**src/rtl/dma_arb_pkg.sv**
```systemverilog
package dma_arb_pkg;
  typedef enum logic [2:0] {
    ST_IDLE = 3'd0,
    ST_REQ  = 3'd1,
    ST_OWN  = 3'd2,
    ST_OFF  = 3'd3,
    ST_PASS = 3'd4
  } arb_state_e;
endpackage

```
**src/rtl/dma_arb_prio.sv**
```systemverilog
module dma_arb_prio (
  input  logic clk,
  input  logic rst_n,
  input  logic cfg_rotate,
  input  logic cfg_tx_first,
  input  logic elig_rx,
  input  logic elig_tx,
  input  logic grant_evt,
  input  logic granted_tx,
  output logic hi_tx,
  output logic pick_tx
);
  logic last_rx;

  // alternating mode favours whichever channel did not win last time
  assign hi_tx   = cfg_rotate ? last_rx : cfg_tx_first;
  assign pick_tx = elig_tx & (~elig_rx | hi_tx);

  always_ff @(posedge clk or negedge rst_n) begin
    if (!rst_n)         last_rx <= 1'b0;
    else if (grant_evt) last_rx <= ~granted_tx;
  end

  // after a grant in alternating mode, the other channel is favoured
  a_r3_flip: assert property (@(posedge clk) disable iff (!rst_n)
    (cfg_rotate && grant_evt) |=> (!cfg_rotate || (hi_tx == !$past(granted_tx))));
  // a lone eligible channel is always picked
  a_r2_lone_pick: assert property (@(posedge clk) disable iff (!rst_n)
    (elig_tx && !elig_rx) |-> pick_tx);
endmodule

```
**src/rtl/dma_arb_dwell.sv**
```systemverilog
module dma_arb_dwell #(
  parameter int CNT_W = 8
) (
  input  logic             clk,
  input  logic             rst_n,
  input  logic             in_tenure,
  input  logic             stay,
  input  logic             xfer_stb,
  input  logic [1:0]       mode,
  input  logic [CNT_W-1:0] xfer_lim,
  input  logic [CNT_W-1:0] clk_lim,
  output logic             hit
);
  localparam int CW1 = CNT_W + 1;
  localparam logic [CNT_W-1:0] C_ONE = {{(CNT_W-1){1'b0}}, 1'b1};
  localparam logic [CW1-1:0]   W_ONE = {{CNT_W{1'b0}}, 1'b1};

  logic [CNT_W-1:0] xcnt, ccnt;
  logic xfer_hit, clk_hit;

  // true when the event of this cycle brings the count to the limit
  function automatic logic reaches(input logic [CNT_W-1:0] cnt,
                                   input logic [CNT_W-1:0] lim);
    return ({1'b0, cnt} + W_ONE) >= {1'b0, lim};
  endfunction

  function automatic logic [CNT_W-1:0] bump(input logic [CNT_W-1:0] v,
                                            input logic en);
    return (en && (v != {CNT_W{1'b1}})) ? v + C_ONE : v;
  endfunction

  assign xfer_hit = mode[0] & xfer_stb & reaches(xcnt, xfer_lim);
  assign clk_hit  = mode[1] & reaches(ccnt, clk_lim);
  assign hit      = in_tenure & (xfer_hit | clk_hit);

  always_ff @(posedge clk or negedge rst_n) begin
    if (!rst_n) begin
      xcnt <= '0;
      ccnt <= '0;
    end else if (stay) begin
      xcnt <= bump(xcnt, xfer_stb);
      ccnt <= bump(ccnt, 1'b1);
    end else begin
      xcnt <= '0;
      ccnt <= '0;
    end
  end

  // a reached limit always starts the next tenure from zero
  a_r9_restart_after_hit: assert property (@(posedge clk) disable iff (!rst_n)
    hit |=> (xcnt == '0 && ccnt == '0));
  // counting happens only while a tenure runs
  a_r8_idle_zero: assert property (@(posedge clk) disable iff (!rst_n)
    !$past(in_tenure) |-> (ccnt == '0));
endmodule

```
**src/rtl/dma_arb_offtimer.sv**
```systemverilog
module dma_arb_offtimer #(
  parameter int OFF_W = 4
) (
  input  logic             clk,
  input  logic             rst_n,
  input  logic             load,
  input  logic [OFF_W-1:0] delay,
  output logic             last
);
  localparam logic [OFF_W-1:0] O_ONE = {{(OFF_W-1){1'b0}}, 1'b1};
  logic [OFF_W-1:0] cnt;

  assign last = (cnt == O_ONE);

  always_ff @(posedge clk or negedge rst_n) begin
    if (!rst_n)            cnt <= '0;
    else if (load)         cnt <= delay;
    else if (cnt != '0)    cnt <= cnt - O_ONE;
  end

  // once loaded the gap counts down one per clock
  a_r12_countdown: assert property (@(posedge clk) disable iff (!rst_n)
    ($past(cnt) != '0 && !$past(load)) |-> (cnt == $past(cnt) - O_ONE));
endmodule

```
**src/rtl/dma_bus_arbiter.sv**
```systemverilog
module dma_bus_arbiter
  import dma_arb_pkg::*;
#(
  parameter int CNT_W = 8,
  parameter int OFF_W = 4
) (
  input  logic             clk,
  input  logic             rst_n,
  input  logic             rx_req,
  input  logic             tx_req,
  input  logic             rx_fifo_empty,
  input  logic             tx_fifo_full,
  input  logic             xfer_stb,
  input  logic             grant_in,
  output logic             grant_out,
  output logic             bus_req,
  output logic             rx_gnt,
  output logic             tx_gnt,
  input  logic             cfg_rotate,
  input  logic             cfg_tx_first,
  input  logic             cfg_preempt,
  input  logic             cfg_handoff,
  input  logic [1:0]       cfg_fifo_stop,
  input  logic [1:0]       cfg_dwell_mode,
  input  logic [CNT_W-1:0] cfg_xfer_limit,
  input  logic [CNT_W-1:0] cfg_clk_limit,
  input  logic [OFF_W-1:0] cfg_off_delay
);
  arb_state_e state, state_nx;
  logic own_tx, own_tx_nx;
  logic elig_rx, elig_tx, any_elig;
  logic hi_tx, pick_tx;
  logic own_elig, oth_elig;
  logic dwell_hit, end_now, preempt_now;
  logic switch_now, release_now, take_now;
  logic grant_evt, stay, off_load, off_last, in_tenure;

  // named events for checking
  assign elig_rx  = rx_req & ~(cfg_fifo_stop[0] & rx_fifo_empty);
  assign elig_tx  = tx_req & ~(cfg_fifo_stop[1] & tx_fifo_full);
  assign any_elig = elig_rx | elig_tx;

  assign in_tenure   = (state == ST_OWN);
  assign own_elig    = own_tx ? elig_tx : elig_rx;
  assign oth_elig    = own_tx ? elig_rx : elig_tx;
  assign end_now     = in_tenure & (~grant_in | ~own_elig | dwell_hit);
  assign preempt_now = in_tenure & cfg_preempt & oth_elig & (hi_tx != own_tx);
  assign take_now    = (state == ST_REQ) & any_elig & grant_in;

  always_comb begin
    state_nx    = state;
    own_tx_nx   = own_tx;
    switch_now  = 1'b0;
    release_now = 1'b0;
    unique case (state)
      ST_IDLE: begin
        if (any_elig)      state_nx = ST_REQ;
        else if (grant_in) state_nx = ST_PASS;
      end
      ST_REQ: begin
        if (!any_elig) state_nx = ST_IDLE;
        else if (grant_in) begin
          state_nx  = ST_OWN;
          own_tx_nx = pick_tx;
        end
      end
      ST_OWN: begin
        if (end_now) begin
          if (grant_in && cfg_handoff && oth_elig) switch_now = 1'b1;
          else begin
            release_now = 1'b1;
            state_nx    = (cfg_off_delay == '0) ? ST_IDLE : ST_OFF;
          end
        end else if (preempt_now) begin
          switch_now = 1'b1;
        end
        if (switch_now) own_tx_nx = ~own_tx;
      end
      ST_OFF:  if (off_last)  state_nx = ST_IDLE;
      ST_PASS: if (!grant_in) state_nx = ST_IDLE;
      default: state_nx = ST_IDLE;
    endcase
  end

  assign grant_evt = take_now | switch_now;
  assign stay      = in_tenure & ~end_now & ~switch_now;
  assign off_load  = release_now & (cfg_off_delay != '0);

  always_ff @(posedge clk or negedge rst_n) begin
    if (!rst_n) begin
      state  <= ST_IDLE;
      own_tx <= 1'b0;
    end else begin
      state  <= state_nx;
      own_tx <= own_tx_nx;
    end
  end

  assign bus_req   = (state == ST_REQ) | (state == ST_OWN);
  assign rx_gnt    = in_tenure & ~own_tx;
  assign tx_gnt    = in_tenure & own_tx;
  assign grant_out = (state == ST_PASS) & grant_in;

  dma_arb_prio u_prio (
    .clk          (clk),
    .rst_n        (rst_n),
    .cfg_rotate   (cfg_rotate),
    .cfg_tx_first (cfg_tx_first),
    .elig_rx      (elig_rx),
    .elig_tx      (elig_tx),
    .grant_evt    (grant_evt),
    .granted_tx   (own_tx_nx),
    .hi_tx        (hi_tx),
    .pick_tx      (pick_tx)
  );

  dma_arb_dwell #(.CNT_W(CNT_W)) u_dwell (
    .clk       (clk),
    .rst_n     (rst_n),
    .in_tenure (in_tenure),
    .stay      (stay),
    .xfer_stb  (xfer_stb),
    .mode      (cfg_dwell_mode),
    .xfer_lim  (cfg_xfer_limit),
    .clk_lim   (cfg_clk_limit),
    .hit       (dwell_hit)
  );

  dma_arb_offtimer #(.OFF_W(OFF_W)) u_off (
    .clk   (clk),
    .rst_n (rst_n),
    .load  (off_load),
    .delay (cfg_off_delay),
    .last  (off_last)
  );

  // a channel grant follows a seen upstream grant
  a_r11_gnt_after_bus: assert property (@(posedge clk) disable iff (!rst_n)
    (rx_gnt || tx_gnt) |-> $past(grant_in));
  // a grant handed downstream is kept while upstream keeps it
  a_r10_keep_pass: assert property (@(posedge clk) disable iff (!rst_n)
    ($past(grant_out) && grant_in) |-> (grant_out && !bus_req));
  // a released tenure drops request and grants in the next cycle
  a_r7_tenure_drop: assert property (@(posedge clk) disable iff (!rst_n)
    release_now |=> (!bus_req && !rx_gnt && !tx_gnt));
  // a preempt moves ownership while the bus is kept
  a_r4_preempt_take: assert property (@(posedge clk) disable iff (!rst_n)
    (preempt_now && !end_now) |=> (bus_req && (tx_gnt == !$past(tx_gnt))));
  // a nonzero gap keeps the request low one more cycle after release
  a_r12_off_gap: assert property (@(posedge clk) disable iff (!rst_n)
    ($fell(bus_req) && $past(rx_gnt || tx_gnt) && cfg_off_delay != '0) |=> !bus_req);
endmodule

```
**config.mk**
```make
export PLATFORM = sky130hd
export DESIGN_NAME = dma_bus_arbiter
export DESIGN_NICKNAME = d
export VERILOG_FILES = /design/src/rtl/dma_arb_pkg.sv /design/src/rtl/dma_arb_prio.sv /design/src/rtl/dma_arb_dwell.sv /design/src/rtl/dma_arb_offtimer.sv /design/src/rtl/dma_bus_arbiter.sv
export SDC_FILE = /design/constraint.sdc
export NUM_CORES = 1
export LEC_CHECK = 0
export BUFFER_PORTS_ARGS = -buffer_cell sky130_fd_sc_hd__buf_4
export CORE_AREA = 2 2 76 78
export DETAILED_ROUTE_END_ITERATION = 12
export DIE_AREA = 0 0 78 80
export SYNTH_ARGS = -nofsm -noshare
export SYNTH_HDL_FRONTEND = slang
export SYNTH_SLANG_ARGS = --single-unit
```
**constraint.sdc**
```tcl
create_clock -name clk -period 3.6 [get_ports clk]
set_input_delay 0.72 -clock clk [delete_from_list [all_inputs] [get_ports clk]]
set_output_delay 0.72 -clock clk [all_outputs]
set_load 0.02 [all_outputs]
```
## Yosys cells after proc, flatten, opt, wreduce, memory -nomap -nowiden

Index checks and enable logic that the tools add are counted.

- $add $sub $neg: 5
- Order comparisons: 2
- Eq/ne operators: 16
- Multiplexer cells: 31
- Bitwise operators: 37
- Reduce and logical (&&, ||, !) cells: 9

Operators with widths:

| cell | count |
|---|---|
| 8-bit two-way mux | 4 |
| 3-bit two-way mux | 8 |
| 1-bit AND | 21 |
| 8-bit by 1-bit adder with 9-bit output (second input constant) | 2 |
| 9-bit by 8-bit greater-or-equal comparator with 1-bit output | 2 |
| 8-bit by 1-bit adder with 8-bit output (second input constant) | 2 |
| 8-bit != test (second input constant) | 2 |
| 3-bit case mux with 5 select lines | 1 |
| 1-bit two-way mux | 14 |
| 1-bit NOT | 9 |
| 4-bit two-way mux | 2 |
| 2-bit != test (second input constant) | 4 |
| 4-bit nonzero test | 2 |
| 1-bit bitwise OR | 7 |
| 3-bit by 2-bit equality test with 1-bit output (second input constant) | 2 |
| 3-bit != test (second input constant) | 2 |
| 6-bit AND reduction | 1 |
| 4-bit by 1-bit equality test with 1-bit output (second input constant) | 1 |
| 4-bit zero test | 1 |
| 2-bit by 1-bit != test with 1-bit output (second input constant) | 2 |
| 4-bit by 1-bit subtractor with 4-bit output (second input constant) | 1 |
| 3-bit by 1-bit equality test with 1-bit output (second input constant) | 1 |
| 3-bit equality test (second input constant) | 1 |
| 1-bit logical AND | 3 |
| 5 further kinds | 5 |

- Register bits: 25
- Bits of input ports: 36
- Output and inout bits: 4
- Logic and storage cells: 106

## Logic depth before layout (Yosys ltp)

Gate-level depths: netlist (run 1).

- Depth in word-level cells: 14
- Gate-level depth with buffers: 14
- Mapped depth without buffers: 13

## Hierarchy

From an unflattened synthesis (run 1), not the netlist that was laid out.

- Cell total of the unflattened synthesis: 236
- Area total of the unflattened synthesis: 2135.8 µm²

By module, submodules not included:

| module | instances | cells each | area an instance (µm²) | seq. area each (µm²) |
|---|---|---|---|---|
| dma_arb_dwell | 1 | 136 | 1283.7 | 400.4 |
| dma_bus_arbiter | 1 | 70 | 526.8 | 100.1 |
| dma_arb_offtimer | 1 | 24 | 265.3 | 100.1 |
| dma_arb_prio | 1 | 6 | 60.1 | 25.0 |

## Worst setup path before layout (run 1)

Ideal clock, no wire load.

- Kind: register to register
- From: reg u_dwell.xcnt[0]
- To: reg state[0]
- Library setup time: 0.125 ns
- Arrival: 2.587 ns
- Required time: 3.475 ns
- Setup slack: 0.887 ns
- Stages on the path, launching flop included: 13
- Buffers on the path: 0
- Period minus slack after synthesis: 2.713 ns
- Path through: dfrtp_1 > ha_1 > and3_4 > nand3_1 > xnor2_1 > ha_1 > nand2_1 > nor3_1 > a21oi_1 > o211ai_2 > o21bai_2 > a211o_1 > mux2_4

- Longest elaborated chain between the ends: 9

Ends and longest elaborated chain:

| item | RTL line | RTL |
|---|---|---|
| start, declared | dma_arb_dwell.sv:18 | `logic [CNT_W-1:0] xcnt, ccnt;` |
| start signal, assigned | dma_arb_dwell.sv:41 | `xcnt <= bump(xcnt, xfer_stb);` |
| 8-bit by 1-bit adder with 9-bit output | dma_arb_dwell.sv:24 | `return ({1'b0, cnt} + W_ONE) >= {1'b0, lim};` |
| 9-bit by 8-bit greater-or-equal comparator with 1-bit output | dma_arb_dwell.sv:24 |  |
| 1-bit AND | dma_arb_dwell.sv:32 | `assign xfer_hit = mode[0] & xfer_stb & reaches(xcnt, xfer_lim);` |
| 1-bit bitwise OR | dma_arb_dwell.sv:34 | `assign hit = in_tenure & (xfer_hit \| clk_hit);` |
| 1-bit AND | dma_arb_dwell.sv:34 |  |
| 1-bit bitwise OR | dma_bus_arbiter.sv:46 | `assign end_now = in_tenure & (~grant_in \| ~own_elig \| dwell_hit);` |
| 1-bit AND | dma_bus_arbiter.sv:46 |  |
| 2-bit != test (no source line) | n/a |  |
| 6-bit AND reduction (no source line) | n/a |  |
| end signal, assigned | dma_bus_arbiter.sv:94 | `state <= state_nx;` |
| end, declared | dma_bus_arbiter.sv:29 | `arb_state_e state, state_nx;` |

Every way passes these cells.
A chain may end at the register's enable or synchronous reset.

## Final worst setup path (run 1)

- From: reg u_dwell.xcnt[0]
- To: reg u_dwell.ccnt[2]

- Longest elaborated chain between the ends: 13
- Elaborated cells between the ends (all ways): 16
- Classes of those cells: add/sub (1); order compare (1); eq/ne (1); mux (4); bitwise (9)

Ends and longest elaborated chain:

| item | RTL line | RTL |
|---|---|---|
| 8-bit by 1-bit adder with 9-bit output * | dma_arb_dwell.sv:24 |  |
| 9-bit by 8-bit greater-or-equal comparator with 1-bit output * | dma_arb_dwell.sv:24 |  |
| 1-bit AND * | dma_arb_dwell.sv:32 |  |
| 1-bit bitwise OR * | dma_arb_dwell.sv:34 |  |
| 1-bit AND * | dma_arb_dwell.sv:34 |  |
| 1-bit bitwise OR * | dma_bus_arbiter.sv:46 |  |
| 1-bit AND * | dma_bus_arbiter.sv:46 |  |
| 1-bit two-way mux | dma_bus_arbiter.sv:68 | `if (end_now) begin` |
| 1-bit two-way mux (2 in series) | dma_bus_arbiter.sv:55 | `unique case (state)` |
| 1-bit NOT | dma_bus_arbiter.sv:86 | `assign stay = in_tenure & ~end_now & ~switch_now;` |
| 1-bit AND * | dma_bus_arbiter.sv:86 |  |
| 2-bit by 1-bit != test with 1-bit output (no source line) / 8-bit two-way mux (equally long branches) | n/a |  |
| end signal, assigned | dma_arb_dwell.sv:42 | `ccnt <= bump(ccnt, 1'b1);` |
| end, declared | dma_arb_dwell.sv:18 |  |

Mark *: on every way between the ends. The rest lies on a longest branch, timed or not. The select of a mux whose other input is x is not followed.

==> results by group, run 1 <==
STA
  • Fmax: 324 MHz
  • Final hold violation count: 0
  • Setup violators final: 0
  • Tightest Pin Transition: 0.669 ns
  • Final worst path period need: 3.09 ns
  • Final Cycle Share: 0.857
  • RSZ-0062 raised after global routing: false
  • Headroom to the max-slew limit: 0.553
  • Setup TNS: 0 ns
  • Setup Skew: 0.00255 ns
  • Max Slew Vio Count: 0

Clock network
  • TritonCTS clock tree: built
  • Worst-Skew Late Latency: 0.27 ns
  • Max H-tree Level: 1
  • Hold-fix buffers, CTS: 0
  • Post-CTS Setup Inserts: 0
  • Clock Path Buffers: 2
  • CTS resizes: 0
  • Clk slew on worst S/H paths: 0.09 ns
  • Sink Count: 25
  • Root buffer cell: clkbuf_8
  • TritonCTS Buffers: 3

Logic synthesis
  • Async S/R FF share, synth: 1.00
  • Share of the synthesized area in the top cell type: 0.294
  • Mapped Cells: 242
  • Netlist Area Pre-Place: 2130 um2
  • EDFF count, synth: 0
  • Largest cells by area after synthesis: dfrtp_1 29%, ha_1 12%, nor2_1 4.9%
  • Synth cell count leaders: 28 x nor2_1, 25 x dfrtp_1, 25 x inv_1
  • Distinct cell type count after synthesis: 48
  • Synth Flop Type: dfrtp_1
  • Flops & latches, synth: 25
  • Area leader, netlist: dfrtp_1
  • Synth Warn #: 0
  • Register area share after synthesis: 0.294
  • Count leader, synth: nor2_1
  • Syn avg cell area: 8.79 um2
  • Syn_nets: 299

Pwr
  • Psw: 0.385 mW
  • Comb pwr share: 0.454
  • Clock network power share: 0.163
  • Pwr dens: 409 nW/um2
  • Switch share: 0.373
  • Peak supply drop: 0.383 mV
  • Sequential share of power: 0.383
  • Final Power: 1.03 mW
  • Int Pwr: 0.646 mW
  • Leak Pwr: 1.28 nW

Place
  • Placed cell count: 348
  • Port Buffer Count: 39
  • Final GP Congestion: 0.867
  • DP HPWL: 3450 um

Critical path
  • Req. time, crit path: 3.78 ns
  • Worst Path Max Fanout: 16
  • CP max stage cell: nand3_1
  • Crit-path cells: ha_1 -> and3_4 -> nand3_1 -> xnor2_1 -> ha_1 -> a21oi_1 -> o21ai_0 -> a21oi_1 -> o211ai_2 -> nor2_1 -> nand3_1 -> a21oi_1
  • Crit path kind: register to register
  • Worst setup EP type: register
  • Max incr delay on CP: 0.49 ns
  • Most used cell, CP: a21oi_1
  • Critical Path AT: 3.27 ns
  • Startpoint Class: register

Routing
  • Pre-antenna DRT Iters: 4
  • WL met1: 2210 um
  • Met3 wire len: 186 um
  • Met2 WL: 1850 um
  • DR iter-0 viols: 48
  • Routed length per instance: 12.2 um
  • DRT antenna net count: 0
  • Via count: 1740
  • Vias per std cell: 4.94
  • Max layer used: met4
  • Final wirelength: 4280 um
  • Residual DRC: 0

Floorplanning
  • I/O pin count: 40
  • Die X: 78 um
  • Die outline height: 80 um
  • Site row count: 27
  • Core area: 5410 um2
  • Die area: 6240 um2
  • Effective utilization at floorplan: 0.394

Worst hold path
  • Worst hold path type: input port to async pin

Layout
  • Area Overhead vs Synth: 18.6%
  • Final nets: 338
  • Share of layout cells above drive strength 1: 0.221
  • Final core occ: 0.467
  • Final non-filler cell total: 352
  • Antenna diode count: 0
  • Number of fill cells: 539

Global routing
  • Global-route wire length before repair: 7510 um
  • Initial antenna violation count: 0
  • Largest net degree at the start of global routing: 26
  • Vias in the first global route: 1688
  • GRT Util Overall: 0.146
  • Total gr overflow: 0

Run
  • Number of max-cap violations: 0

Status
  • Status: complete, no violations
[critical path: cells and delay by family, from the launching register on]
family,cells,cell delay (ns)
DFF,1,0.41
xor gates and xnor gates,1,0.22
AOI/OAI and AO/OA,5,0.92
and+or+nand+nor,4,0.94
adders and majority gates,2,0.50
[power by group through the flow]
stage          clock (mW)  combinational, mW  sequential [mW]
3_3_place_gp            0              0.475            0.403
4_1_cts             0.173              0.473            0.396
6_report            0.168              0.468            0.396
3_5_place_dp            0              0.470            0.400
2_1_floorplan           0              0.380            0.374
5_1_grt             0.185              0.530            0.408
[worst paths after layout]
path,from,to,slack (ns),cells after the start
min in group clk,u_prio.last_rx,u_prio.last_rx,0.54,2
min,rst_n,u_dwell.ccnt[4],0.33,1
max reg2reg,u_dwell.xcnt[0],u_dwell.ccnt[2],0.51,12
max in group asynchronous,rst_n,u_off.cnt[3],3.02,1
min reg2reg,u_prio.last_rx,u_prio.last_rx,0.54,2
max,u_dwell.xcnt[0],u_dwell.ccnt[2],0.51,12
[kinds of logic after synthesis]
logic type | after synthesis | share of synthesized area
simple gates | 93 | 0.235
compound gates | 43 | 0.152
buf+inv | 30 | 0.0606
flops | 25 | 0.294
xor+xnor | 22 | 0.0905
fa+ha+maj | 21 | 0.123
mux | 8 | 0.0441
[per-stage QoR]
stage                     area [um2]  setup WS [ns]  hold WS [ns]
final                           2520          0.513         0.334
after global routing            2520          0.263         0.355
after CTS                       2520          0.509         0.348
after detailed placement        2480          0.521         0.526
after global placement          2480          0.617         0.519
after floorplan                 2130          0.887         0.424
[layout by cell type, fill, tap and decap left out, drive strengths merged, types with 8 or more instances in the layout]
cell type | netlist | routed
nand2 | 14 | 14
xor2 | 10 | 10
and3 | 8 | 8
a21oi | 14 | 14
dfrtp | 25 | 25
nor2 | 30 | 30
inv | 25 | 25
nand3 | 17 | 17
ha | 21 | 21
buf | 3 | 39
xnor2 | 12 | 12
[layer usage]
layer | up-vias | global-route usage
li1 | 917 | -
met3 | 5 | 0.0170
met2 | 46 | 0.234
met1 | 772 | 0.211
met4 | 0 | 0.0316
met5 | - | 0
[flip-flops by register name (all words and copies together) (netlist names), named ones only]
register and count:
state 3, u_off.cnt 4, u_dwell.ccnt 8, u_prio.last_rx 1, u_dwell.xcnt 8
[area by class of cell]
class / instances / area (um2) / share of cell area
clock buffers: 3 / 41.3 / 0.0164
inverters: 25 / 93.8 / 0.0372
multi-input cells: 187 / 1370 / 0.544
clock inverters: 1 / 7.51 / 0.00297
flip-flops and latches: 25 / 626 / 0.248
repair buffers: 39 / 293 / 0.116
well taps: 72 / 90.1 / 0.0357
No activity file was read; power rests on OpenSTA's default activity.
==> run 2, diff against run 1 <==
--- a/config.mk
+++ b/config.mk
@@ -6,9 +6,12 @@
 export NUM_CORES = 1
 export LEC_CHECK = 0
 export BUFFER_PORTS_ARGS = -buffer_cell sky130_fd_sc_hd__buf_4
+export CELL_PAD_IN_SITES_DETAIL_PLACEMENT = 0
+export CELL_PAD_IN_SITES_GLOBAL_PLACEMENT = 1
 export CORE_AREA = 2 2 76 78
 export DETAILED_ROUTE_END_ITERATION = 12
 export DIE_AREA = 0 0 78 80
+export PLACE_DENSITY_LB_ADDON = 0.1
 export SYNTH_ARGS = -nofsm -noshare
 export SYNTH_HDL_FRONTEND = slang
 export SYNTH_SLANG_ARGS = --single-unit
==> run 2 against run 1 <==
Die area stayed put. Combinational power is 2% higher. Sequential share of layout area decreased by 0.073 points. Global-route usage up 0.65 points. Critical path depth unchanged. Sequential power about the same. Critical path type unchanged. Critical endpoint is now state[0]. Largest power group unchanged. Highest routed layer unchanged.
==> results by group, run 2 (synthesized netlist as in run 1, its figures left out) <==
Routing
  • Routed length per instance: 12.5 um
  • DR iter-0 viols: 45
  • Final wirelength: 4410 um
  • Residual DRC: 0
  • Vias per std cell: 4.99
  • Via count: 1763
  • DRT antenna net count: 0
  • Pre-antenna DRT Iters: 4

STA
  • Final Cycle Share: 0.820
  • Setup TNS: 0 ns
  • Setup violators final: 0
  • Headroom to the max-slew limit: 0.649
  • Setup Skew: 0.00391 ns
  • Final worst path period need: 2.95 ns
  • Final WS setup: 0.647 ns
  • RSZ-0062 raised after global routing: false
  • Final hold violation count: 0
  • Hold_ws: 0.335 ns
  • Tightest Pin Transition: 0.519 ns
  • Fmax: 339 MHz
  • Max Slew Vio Count: 0

Worst hold path
  • Worst hold path type: input port to async pin

Layout
  • Number of fill cells: 569
  • Top flop regs: u_dwell.ccnt: 8 flops, u_dwell.xcnt: 8 flops, u_off.cnt: 4 flops
  • Final core occ: 0.469
  • Final nets: 339
  • Area Overhead vs Synth: 19.0%
  • Commonest non-fill, non-tap cell in the layout: buf_4
  • Share of layout cells above drive strength 1: 0.224
  • Commonest cells after routing, fill and taps aside: 40 x buf_4, 28 x nor2_1, 25 x inv_1, 25 x dfrtp_1, 21 x ha_1
  • Reg area: 626 um2
  • Antenna diode count: 0
  • Multi-input logic area: 1370 um2

Clock network
  • CTS resizes: 0
  • Clk slew on worst S/H paths: 0.10 ns
  • Worst-Skew Late Latency: 0.27 ns
  • Root buffer cell: clkbuf_8
  • Sink Count: 25
  • TritonCTS clock tree: built
  • Post-CTS Setup Inserts: 0
  • TritonCTS Buffers: 3
  • Hold-fix buffers, CTS: 0
  • Clock Path Buffers: 2
  • Max H-tree Level: 1

Floorplanning
  • Site row count: 27
  • I/O pin count: 40
  • Die X: 78 um
  • Effective utilization at floorplan: 0.394
  • Die area: 6240 um2
  • Die outline height: 80 um
  • Core area: 5410 um2

Global routing
  • Vias in the first global route: 1722
  • Initial antenna violation count: 0
  • Largest net degree at the start of global routing: 26
  • GRT Util Overall: 0.152
  • Total gr overflow: 0
  • Global-route wire length before repair: 7700 um

Place
  • Port Buffer Count: 39
  • DP HPWL: 3530 um
  • Final GP Congestion: 0.759
  • Pre-CTS WS: 0.635 ns

Status
  • Status: complete, no violations

Pwr
  • Pwr dens: 414 nW/um2
  • Peak supply drop: 0.308 mV
  • Final Power: 1.05 mW
  • Leak Pwr: 1.29 nW

Critical path
  • R2R depth: 12
  • Req. time, crit path: 3.77 ns
  • Critical Path AT: 3.12 ns
  • Worst setup EP type: register
  • Worst Path Max Fanout: 6
  • Crit path kind: register to register
  • Startpoint Class: register

Run
  • Number of max-cap violations: 0
==> run 2: routing by layer <==
metal	share of wire	vias up	track usage	routed length, um
li1	-	918	-	-
met1	0.47	812	0.196	2070
met2	0.49	27	0.266	2160
met3	0.028	6	0.0170	123
met4	0.012	0	0.0509	55
met5	0	-	0	0
==> run 2: stage by stage <==
| step | instances | area (um2) |
|---|---|---|
| after floorplan | 242 | 2130 |
| after global placement | 349 | 2480 |
| after detailed placement | 349 | 2480 |
| after CTS | 353 | 2530 |
| after global routing | 353 | 2530 |
| final | 353 | 2530 |
==> run 2: worst max-delay path, cell delays in order, from the launching register on <==
cell and delay [ns]:
dfrtp_1 0.41, ha_1 0.23, and3_4 0.23, nand3_1 0.09
xnor2_1 0.16, ha_1 0.30, nand2_1 0.07, nor3_1 0.17
a21oi_1 0.11, o211ai_2 0.31, o21bai_2 0.14, a211o_1 0.34
mux2_4 0.30
==> run 2: path summary, 6_finish.rpt <==
check / startpoint / to / slack (ns)
hold / removal: rst_n / state[2] / 0.34
setup reg to reg: u_dwell.xcnt[0] / state[0] / 0.65
min in group clk: u_prio.last_rx / u_prio.last_rx / 0.53
hold reg to reg: u_prio.last_rx / u_prio.last_rx / 0.53
max in group asynchronous: rst_n / u_dwell.ccnt[1] / 3.01
setup / recovery: u_dwell.xcnt[0] / state[0] / 0.65
==> run 2: report_power, final <==
group,switching (mW),internal (mW),total (mW)
registers,0.0662,0.331,0.397
logic,0.238,0.238,0.476
clock network,0.0961,0.0785,0.175
total,0.401,0.648,1.05
==> run 2: layout make-up <==
type	instances	area share
multi-input combinational	187	0.542
sequential	25	0.247
timing repair buffer	40	0.119
inverter	25	0.0371
tap	72	0.0356
clock buffer	3	0.0163
clock inverter	1	0.00296
